[src/rtl/poll_pkg.sv]
package poll_pkg;

  typedef enum logic [1:0] {
    PH_SLEEP   = 2'd0,
    PH_STARTUP = 2'd1,
    PH_CHECK   = 2'd2,
    PH_RECV    = 2'd3
  } phase_t;

  localparam int unsigned EXT_FACTOR = 8;

  // crystal cycles per function-clock tick
  function automatic int unsigned div_ratio(input logic [1:0] rng);
    return 32'd8 >> rng;
  endfunction

  // sleep length in function-clock ticks
  function automatic int unsigned sleep_ticks(input int unsigned code,
                                              input logic ext,
                                              input int unsigned unit);
    return code * unit * (ext ? EXT_FACTOR : 32'd1);
  endfunction

endpackage

[src/rtl/poll_tick_gen.sv]
module poll_tick_gen
  import poll_pkg::*;
(
  input  logic       clk,
  input  logic       rst,
  input  logic [1:0] rng,
  output logic       tick
);
  logic [2:0] div_cnt;
  logic [2:0] last_cnt;

  always_comb begin
    last_cnt = 3'(div_ratio(rng) - 1);
    tick     = (div_cnt >= last_cnt);
  end

  always_ff @(posedge clk) begin
    if (rst)       div_cnt <= '0;
    else if (tick) div_cnt <= '0;
    else           div_cnt <= div_cnt + 3'd1;
  end

  // below full rate, two ticks never come back to back unless the rate changed
  a_r2_tick_gap: assert property (@(posedge clk) disable iff (rst)
    (tick && rng != 2'd3) |=> (!tick || rng != $past(rng)));

endmodule

[src/rtl/poll_cfg_regs.sv]
module poll_cfg_regs #(
  parameter int SLEEP_W = 5
) (
  input  logic               clk,
  input  logic               rst,
  input  logic               we,
  input  logic [SLEEP_W-1:0] wr_sleep,
  input  logic [1:0]         wr_range,
  input  logic               wr_ext_std,
  input  logic               wr_ext_tmp,
  input  logic               fail_evt,
  output logic [SLEEP_W-1:0] sleep_code,
  output logic [1:0]         rng,
  output logic               ext_on,
  output logic               ext_tmp
);
  logic ext_std;

  always_ff @(posedge clk) begin
    if (rst) begin
      sleep_code <= '0;
      rng        <= '0;
      ext_std    <= 1'b0;
      ext_tmp    <= 1'b0;
    end else if (we) begin
      sleep_code <= wr_sleep;
      rng        <= wr_range;
      ext_std    <= wr_ext_std;
      ext_tmp    <= wr_ext_tmp;
    end else if (fail_evt) begin
      ext_tmp    <= 1'b0;
    end
  end

  assign ext_on = ext_std | ext_tmp;

  // a failed bitcheck clears the conditional extension
  a_r9_tmp_clears: assert property (@(posedge clk) disable iff (rst)
    (fail_evt && !we) |=> !ext_tmp);

endmodule

[src/rtl/poll_fsm.sv]
module poll_fsm
  import poll_pkg::*;
#(
  parameter int SLEEP_W       = 5,
  parameter int UNIT_TICKS    = 1024,
  parameter int STARTUP_TICKS = 16
) (
  input  logic               clk,
  input  logic               rst,
  input  logic               tick,
  input  logic               cfg_we,
  input  logic [SLEEP_W-1:0] sleep_code,
  input  logic               ext_on,
  input  logic               bc_done,
  input  logic               bc_pass,
  input  logic               rx_end,
  output phase_t             state,
  output logic               fail_evt
);
  localparam int CNT_W = SLEEP_W + $clog2(UNIT_TICKS) + 4;

  logic [CNT_W-1:0] cnt;
  logic [CNT_W-1:0] cnt_inc;
  logic [CNT_W-1:0] sleep_target;
  logic             perm_sleep;
  logic             sleep_over;
  logic             startup_over;

  always_comb begin
    cnt_inc      = cnt + 1'b1;
    sleep_target = CNT_W'(sleep_ticks(32'(sleep_code), ext_on, UNIT_TICKS));
    perm_sleep   = &sleep_code;
    sleep_over   = tick && !perm_sleep && (cnt_inc >= sleep_target);
    startup_over = tick && (cnt_inc >= CNT_W'(STARTUP_TICKS));
    fail_evt     = (state == PH_CHECK) && bc_done && !bc_pass;
  end

  always_ff @(posedge clk) begin
    if (rst) begin
      state <= PH_SLEEP;
      cnt   <= '0;
    end else begin
      unique case (state)
        PH_SLEEP: begin
          if (cfg_we)          cnt <= '0;
          else if (sleep_over) begin
            state <= PH_STARTUP;
            cnt   <= '0;
          end else if (tick && !perm_sleep) cnt <= cnt_inc;
        end
        PH_STARTUP: begin
          if (startup_over) begin
            state <= PH_CHECK;
            cnt   <= '0;
          end else if (tick) cnt <= cnt_inc;
        end
        PH_CHECK: begin
          if (bc_done) begin
            state <= bc_pass ? PH_RECV : PH_SLEEP;
            cnt   <= '0;
          end
        end
        PH_RECV: begin
          if (rx_end) begin
            state <= PH_SLEEP;
            cnt   <= '0;
          end
        end
        default: state <= PH_SLEEP;
      endcase
    end
  end

  // sleep ends only on a tick
  a_r4_wake_on_tick: assert property (@(posedge clk) disable iff (rst)
    (state == PH_SLEEP && !tick) |=> state == PH_SLEEP);
  // all-ones code holds sleep until a load
  a_r10_perm_sleep: assert property (@(posedge clk) disable iff (rst)
    (state == PH_SLEEP && perm_sleep && !cfg_we) |=> state == PH_SLEEP);
  // bitcheck waits for the done strobe
  a_r6_wait_done: assert property (@(posedge clk) disable iff (rst)
    (state == PH_CHECK && !bc_done) |=> state == PH_CHECK);
  // failure returns to sleep
  a_r6_fail_sleep: assert property (@(posedge clk) disable iff (rst)
    fail_evt |=> state == PH_SLEEP);
  // receive holds until end of reception
  a_r7_recv_hold: assert property (@(posedge clk) disable iff (rst)
    (state == PH_RECV && !rx_end) |=> state == PH_RECV);
  // startup only follows sleep
  a_r3_order: assert property (@(posedge clk) disable iff (rst)
    (state == PH_STARTUP && $past(state) != PH_STARTUP) |-> $past(state) == PH_SLEEP);

endmodule

[src/rtl/poll_sequencer.sv]
module poll_sequencer
  import poll_pkg::*;
#(
  parameter int SLEEP_W       = 5,
  parameter int UNIT_TICKS    = 1024,
  parameter int STARTUP_TICKS = 16
) (
  input  logic               clk,
  input  logic               rst,
  input  logic               cfg_we,
  input  logic [SLEEP_W-1:0] cfg_sleep,
  input  logic [1:0]         cfg_range,
  input  logic               cfg_ext_std,
  input  logic               cfg_ext_tmp,
  input  logic               bc_done,
  input  logic               bc_pass,
  input  logic               rx_end,
  output logic [1:0]         phase,
  output logic               fe_enable,
  output logic               rx_active,
  output logic               fclk_tick,
  output logic               ext_tmp_active
);
  logic [SLEEP_W-1:0] sleep_code;
  logic [1:0]         rng;
  logic               ext_on;
  logic               fail_evt;
  phase_t             state;

  poll_cfg_regs #(.SLEEP_W(SLEEP_W)) u_regs (
    .clk(clk), .rst(rst), .we(cfg_we),
    .wr_sleep(cfg_sleep), .wr_range(cfg_range),
    .wr_ext_std(cfg_ext_std), .wr_ext_tmp(cfg_ext_tmp),
    .fail_evt(fail_evt),
    .sleep_code(sleep_code), .rng(rng), .ext_on(ext_on), .ext_tmp(ext_tmp_active)
  );

  poll_tick_gen u_tick (
    .clk(clk), .rst(rst), .rng(rng), .tick(fclk_tick)
  );

  poll_fsm #(
    .SLEEP_W(SLEEP_W), .UNIT_TICKS(UNIT_TICKS), .STARTUP_TICKS(STARTUP_TICKS)
  ) u_fsm (
    .clk(clk), .rst(rst), .tick(fclk_tick), .cfg_we(cfg_we),
    .sleep_code(sleep_code), .ext_on(ext_on),
    .bc_done(bc_done), .bc_pass(bc_pass), .rx_end(rx_end),
    .state(state), .fail_evt(fail_evt)
  );

  assign phase     = state;
  assign fe_enable = (state != PH_SLEEP);
  assign rx_active = (state == PH_RECV);

  // front end is off right after a failure and on right after a pass
  a_r3_fe_after_fail: assert property (@(posedge clk) disable iff (rst)
    fail_evt |=> !fe_enable);
  a_r7_rx_after_pass: assert property (@(posedge clk) disable iff (rst)
    (state == PH_CHECK && bc_done && bc_pass) |=> (rx_active && fe_enable));

endmodule

[config.mk]
export PLATFORM = sky130hd
export DESIGN_NAME = poll_sequencer
export DESIGN_NICKNAME = d
export VERILOG_FILES = /design/src/rtl/poll_pkg.sv /design/src/rtl/poll_tick_gen.sv /design/src/rtl/poll_cfg_regs.sv /design/src/rtl/poll_fsm.sv /design/src/rtl/poll_sequencer.sv
export SDC_FILE = /design/constraint.sdc
export NUM_CORES = 1
export LEC_CHECK = 0
export BUFFER_PORTS_ARGS = -buffer_cell sky130_fd_sc_hd__buf_2
export CORE_MARGIN = 2
export CORE_UTILIZATION = 61
export DETAILED_ROUTE_END_ITERATION = 10
export GPL_ROUTABILITY_DRIVEN = 1
export HOLD_SLACK_MARGIN = 0.12
export PLACE_DENSITY = 0.85
export SYNTH_ARGS = -nofsm -noshare
export SYNTH_HDL_FRONTEND = slang
export SYNTH_SLANG_ARGS = --single-unit
export TNS_END_PERCENT = 5
[constraint.sdc]
create_clock -name clk -period 4.85 [get_ports clk]
set_clock_uncertainty 0.15 [all_clocks]
set_input_delay 0.2425 -clock clk [delete_from_list [all_inputs] [get_ports clk]]
set_output_delay 0.2425 -clock clk [all_outputs]
set_load 0.05 [all_outputs]
==> results_dict.tcl, run 1 <==
set metrics [dict create \
    clkSinkCount 33 \
    cp.arrival_ns 4.35 \
    drc_errors 0 \
    crit_slowest_cell "dfxtp_1" \
    overflow 0 \
    die_h_um 70.8 \
    min_path_cells 5 \
    yosys_warnings 0 \
    synthMuxAreaShare_pct 4.09 \
    synth_top_family_by_area "simple AND/OR/NAND/NOR gates" \
    synth_compound_area_share_pct 22.3 \
    hold_viol 0 \
    hold_buffers 9 \
    ys_types 69 \
    synth_edf_count 0 \
    start_util_pct 63.0 \
    p_int_uw 530 \
    synth-adder-area-share_pct 8.54 \
    maxSlewHeadroom_pct 25.5 \
    grt_max_degree 38 \
    crit_chain "ha_1, nand4_2, nor4_2, nand3_1, xnor2_1, inv_1, ha_1, nand2b_1, a21oi_1, a2bb2oi_1, a211oi_1, o2bb2ai_1, buf_4, nor2_1, o32ai_1" \
    fmax_ghz 0.230 \
    pwr-share-clk_pct 43.8 \
    diodes 0 \
    ys.flop_type "dfxtp_1" \
    post_cts_buffers 0 \
    crit_path_max_incr_delay_ns 0.65 \
    crit_type "reg2reg" \
    ios 21 \
    syn_to_final_growth_pct 10.3 \
    status "complete, no violations" \
    async_reset_ff_share_pct 0 \
    p_per_area_mw_per_mm2 242 \
    hp-class "in2reg" \
    tns_ns 0 \
    grt_pass1_wl_um 11800 \
    ys_seq_area_share_pct 24.2 \
    met3_usage_pct 5.27 \
    switching_share_pct 27.2 \
    via_count 2639 \
    reg2regPathDepth 15 \
    cp-end-kind "flop" \
    yosys.area_share.simple_pct 29.2 \
    place.gp.congestion 0.919 \
    die_w_um 70.8 \
    drive_above_1_share_pct 17.2 \
    vdd_drop_max_mv 0.212 \
    cts_tree "built" \
    core_mm2 0.00432 \
    fin_crit_sh_pct 89.5 \
    cts_buffer_depth 2 \
    wl_per_cell_um 17.5 \
    track_usage_pct 29.2 \
    nets 381 \
    ys_seq_elements 33 \
    cpMostUsedCell "ha_1" \
    switchingPower_uw 198 \
    clk_latency_ns 0.30 \
    leakage_uw 0.00115 \
    drv_cap 0 \
    grt-busiest-layer "met2" \
    viasPerCell 6.58 \
    cts_htree_levels 2 \
    cts_buffers 5 \
    combPwrFrac_pct 16.0 \
    clkTransAtPathRegs_ns 0.07 \
    drt-pass1-iter-count 8 \
    first_iter_violations 361 \
    antenna_found_initial 0 \
    crit_path_max_fanout 20 \
    routed_wirelength_um 7000 \
    synthXorXnorAreaFrac_pct 4.50 \
    grtUsageMet2_pct 46.5 \
    portBuffers 20 \
    syn_inst 333 \
    drtAntennaViolNets 0 \
    root_buffer "clkbuf_8" \
    first_global_vias 2502 \
    period_minus_slack_ns 4.34 \
    startpoint_type "flop" \
    syn_area_mm2 0.00273 \
    finalSetupViolations 0 \
    hpwlAfterDp_um 4470 \
    placementRows 24 \
    power_uw 728 \
    dieArea_mm2 0.00502 \
    report.final.slew_viol_count 0 \
    grt_use_met1_pct 39.2 \
    worstMarginPinSlew_ns 1.11 \
    worstPathRequired_ns 4.86 \
    rsz0062_at_grt "false" \
    power_frac_seq_pct 40.2 \
    cts_resized 0 \
    avgSynthCellArea_um2 8.18 \
]
## kinds of logic after synthesis
logic type | Yosys count
muxes | 11
AOI/OAI and AO/OA | 80
other | 2
adders and majority gates | 18
and+or+nand+nor | 136
xor gates and xnor gates | 14
DFF | 33
buffers and inverters | 39
## cell usage in the layout, fill, tap and decap left out, types with 4 or more instances in the layout
cell,n
a211oi_1,5
a21oi_1,18
a21oi_2,7
and2_1,5
and3_1,4
buf_2,20
clkbuf_8,5
dfxtp_1,33
dlygate4sd3_1,9
ha_1,17
inv_1,14
mux2i_1,10
nand2_1,28
nand2b_1,5
nand3_1,12
nand4_1,7
nor2_1,26
nor2b_1,4
nor3_1,12
nor4_1,5
o211ai_1,7
o21ai_0,7
o22ai_1,5
o32ai_1,4
or4_1,4
xnor2_1,12
## flip-flops by register name, indices dropped and copies added (netlist names)
signal             count
u_fsm.state            2
u_regs.rng             2
u_regs.ext_std         1
u_regs.ext_tmp         1
u_fsm.cnt             19
u_regs.sleep_code      5
u_tick.div_cnt         3
## synthesized netlist by cell type (4+ instances only)
master / number / area share (%)
nor4_1: 5 / 1.1
nor2b_1: 4 / 0.92
or4_1: 4 / 1.1
a211oi_1: 5 / 1.4
o211ai_1: 7 / 1.9
nand2b_1: 5 / 1.1
mux2i_1: 10 / 3.7
inv_1: 14 / 1.9
o32ai_1: 4 / 1.3
dfxtp_1: 33 / 24
a21oi_2: 7 / 2.2
nand4_1: 7 / 1.6
xnor2_1: 12 / 3.9
buf_2: 6 / 1.1
buf_4: 7 / 1.9
clkbuf_1: 9 / 1.2
a21oi_1: 18 / 3.3
nor3_1: 12 / 2.2
o22ai_1: 5 / 1.1
ha_1: 17 / 7.8
nand3_1: 12 / 2.2
and3_1: 4 / 0.92
nor2_1: 26 / 3.6
nand2_1: 28 / 3.9
o21ai_0: 7 / 1.3
and2_1: 5 / 1.1
## worst max-delay path: cells and delay by family (launching register included)
kind	cells	cell delay, ns
AND/OR/NAND/NOR	5	1.24
XOR/XNOR	1	0.30
flip-flops	1	0.65
buffers and inverters	2	0.37
AO/OA/AOI/OAI	5	0.84
adder cells (fa/ha/maj)	2	0.65
## per-layer routing
metal / vias up / share of wire, %
met2: 135 / 46
li1: 1263 / -
met1: 1219 / 43
met5: - / 0
met3: 22 / 8.5
met4: 0 / 2.3
## worst paths after layout
| check | startpoint | slack, ns | endpoint |
|---|---|---|---|
| hold / removal | bc_pass | 0.19 | u_regs.ext_tmp$_SDFFE_PP0P_ |
| setup reg to reg | u_fsm.cnt[0]$_SDFFE_PP0P_ | 0.51 | u_fsm.cnt[7]$_SDFFE_PP0P_ |
| setup / recovery | u_fsm.cnt[0]$_SDFFE_PP0P_ | 0.51 | u_fsm.cnt[7]$_SDFFE_PP0P_ |
| hold reg to reg | u_tick.div_cnt[0]$_SDFF_PP0_ | 0.31 | u_tick.div_cnt[0]$_SDFF_PP0_ |
## power by group through the flow
stage / clock network [µW] / logic [µW] / registers, µW
3_3_place_gp: 0 / 101 / 298
5_1_grt: 329 / 128 / 294
3_5_place_dp: 0 / 104 / 298
6_report: 319 / 117 / 293
4_1_cts: 318 / 111 / 292
2_1_floorplan: 0 / 80.0 / 295
## layout make-up
type | instances | area, µm²
multi-input cells | 262 | 1890
repair buffers | 31 | 205
well taps | 52 | 65.1
clock buffers | 5 | 68.8
fillers | 346 | 1320
flip-flops and latches | 33 | 661
clock inverters | 3 | 65.1
inverters | 15 | 56.3
## stage by stage
stage               setup WS (ns)  std cells  cell area (µm²)  utilization, %  hold slack, ns
floorplan                    1.36        334             2730               -           0.235
global placement            0.873        384             2780            64.4           0.305
detailed placement          0.758        384             2780            64.4           0.314
CTS                         0.705        401             3010            69.5           0.201
global route                0.145        401             3010            69.5           0.224
finish                      0.508        401             3010            69.5           0.192
Power figures use the tool's default switching activity.
==> run 2: changes to the inputs <==
- CORE_ASPECT_RATIO: unset -> 2
==> results_dict.tcl, run 2 (synthesis results as in run 1) <==
set metrics [dict create \
    fin_crit_sh_pct 90.1 \
    core_mm2 0.00434 \
    report.final.slew_viol_count 0 \
    grt_use_met1_pct 29.7 \
    cp.arrival_ns 4.37 \
    die_h_um 98.5 \
    wl_per_cell_um 17.4 \
    drive_above_1_share_pct 16.9 \
    largest_reg_flops 19 \
    top_register "u_fsm.cnt" \
    fmax_ghz 0.229 \
    drtAntennaViolNets 0 \
    mostFrequentLayoutCell "dfxtp_1" \
    syn_to_final_growth_pct 8.54 \
    drt-pass1-iter-count 4 \
    drc_errors 0 \
    diodes 0 \
    clkTransAtPathRegs_ns 0.07 \
    tns_ns 0 \
    viasPerCell 6.40 \
    switchingPower_uw 192 \
    first_global_vias 2681 \
    overflow 0 \
    vdd_drop_max_mv 0.214 \
    drv_cap 0 \
    top_regs "u_fsm.cnt (19), u_regs.sleep_code (5), u_tick.div_cnt (3)" \
    cp-end-kind "flop" \
    via_count 2578 \
    cpMostUsedCell "ha_1" \
    cts_buffers 5 \
    hp-class "in2reg" \
    combPwrFrac_pct 18.4 \
    first_iter_violations 74 \
    finalSetupViolations 0 \
    hpwlAfterDp_um 5080 \
    place.gp.congestion 0.995 \
    fin_util_pct 68.2 \
    routed_wirelength_um 7010 \
    dieArea_mm2 0.00505 \
    nets 381 \
    cp.buffers_inverters 2 \
    startpoint_type "flop" \
    portBuffers 20 \
    grt-busiest-layer "met2" \
    grtUsageMet2_pct 56.8 \
    cpLargestDelayFamily "simple AND/OR/NAND/NOR gates" \
    ios 21 \
    crit_chain "ha_1, nand4_2, nor4_2, nand3_1, xnor2_1, inv_1, ha_1, nand2b_1, a21oi_1, a2bb2oi_1, a211oi_1, o2bb2ai_1, buf_4, nor2_1, o32ai_1" \
    p_int_uw 425 \
    placementRows 34 \
    crit_path_max_incr_delay_ns 0.67 \
    crit_path_max_fanout 20 \
    leakage_uw 0.00113 \
    post_cts_buffers 0 \
    antenna_found_initial 0 \
    final_cells 403 \
    pwr-share-clk_pct 34.1 \
    start_util_pct 62.8 \
    power_frac_seq_pct 47.5 \
    maxSlewHeadroom_pct 27.0 \
    track_usage_pct 30.7 \
    die_w_um 51.3 \
    clk_latency_ns 0.29 \
    worstMarginPinSlew_ns 1.09 \
    crit_type "reg2reg" \
    met3_usage_pct 4.24 \
    cts_tree "built" \
    clkSinkCount 33 \
    power_uw 617 \
    p_per_area_mw_per_mm2 209 \
    final_cell_mix "33 x dfxtp_1, 28 x nand2_1, 26 x nor2_1" \
    grt_pass1_wl_um 12000 \
    root_buffer "clkbuf_8" \
    grt_max_degree 38 \
    hold_viol 0 \
    rsz0062_at_grt "false" \
    worstPathRequired_ns 4.85 \
    status "complete, no violations" \
    cts_htree_levels 2 \
    period_minus_slack_ns 4.37 \
    cts_buffer_depth 2 \
    switching_share_pct 31.1 \
    dp.cells 386 \
    crit_slowest_cell "dfxtp_1" \
]
[run 2: worst min-delay path, cell delays in order]
cell and delay [ns]:
buf_2 0.12, nand2_1 0.06, a2111o_1 0.13, a21oi_2 0.05
[run 2: path summary, 6_finish.rpt]
| check | start | end | slack, ns | cells past startpoint |
|---|---|---|---|---|
| setup / recovery | u_fsm.cnt[0]$_SDFFE_PP0P_ | u_fsm.cnt[17]$_SDFFE_PP0P_ | 0.48 | 15 |
| hold / removal | bc_pass | u_fsm.state[0]$_SDFFE_PP0P_ | 0.20 | 4 |
| setup reg to reg | u_fsm.cnt[0]$_SDFFE_PP0P_ | u_fsm.cnt[17]$_SDFFE_PP0P_ | 0.48 | 15 |
| hold reg to reg | u_tick.div_cnt[0]$_SDFF_PP0_ | u_tick.div_cnt[0]$_SDFF_PP0_ | 0.33 | 1 |
[run 2: layout make-up]
| type | instances | area [µm²] |
|---|---|---|
| clock buffers | 6 | 72.6 |
| clock inverters | 2 | 10.0 |
| fillers | 365 | 1380 |
| inverters | 15 | 56.3 |
| multi-input cells | 262 | 1890 |
| flip-flops and latches | 33 | 661 |
| well taps | 54 | 67.6 |
| repair buffers | 31 | 205 |
[run 2: power by group through the flow]
| stage | clock [µW] | combinational [µW] | sequential (µW) |
|---|---|---|---|
| CTS | 212 | 111 | 293 |
| finish | 211 | 113 | 293 |
| global placement | 0 | 102 | 298 |
| floorplan | 0 | 80.0 | 295 |
| global route | 222 | 125 | 294 |
| detailed placement | 0 | 105 | 299 |
[run 2: per-layer routing]
metal  share of wire [%]  routed length, µm  up-vias
met5                   0                  0        -
met4                 6.3                440        0
met3                 3.4                239       42
met2                  55               3880       81
met1                  35               2450     1194
li1                    -                  -     1261
[run 2: metrics by stage]
stage | instance area, µm² | hold slack (ns) | setup slack [ns]
6_report | 2960 | 0.205 | 0.480
5_1_grt | 2960 | 0.227 | 0.103
4_1_cts | 2960 | 0.200 | 0.534
3_5_place_dp | 2790 | 0.319 | 0.563
3_3_place_gp | 2790 | 0.309 | 0.735
2_1_floorplan | 2730 | 0.235 | 1.36
[run 2: repair_timing]
item / 4_1_cts / 5_1_grt
hold buffers: 9 / 0
hold endpoints to repair: 9 / 0
endpoints found under the setup margin: 0 / 0
resized for setup: 0 / 0
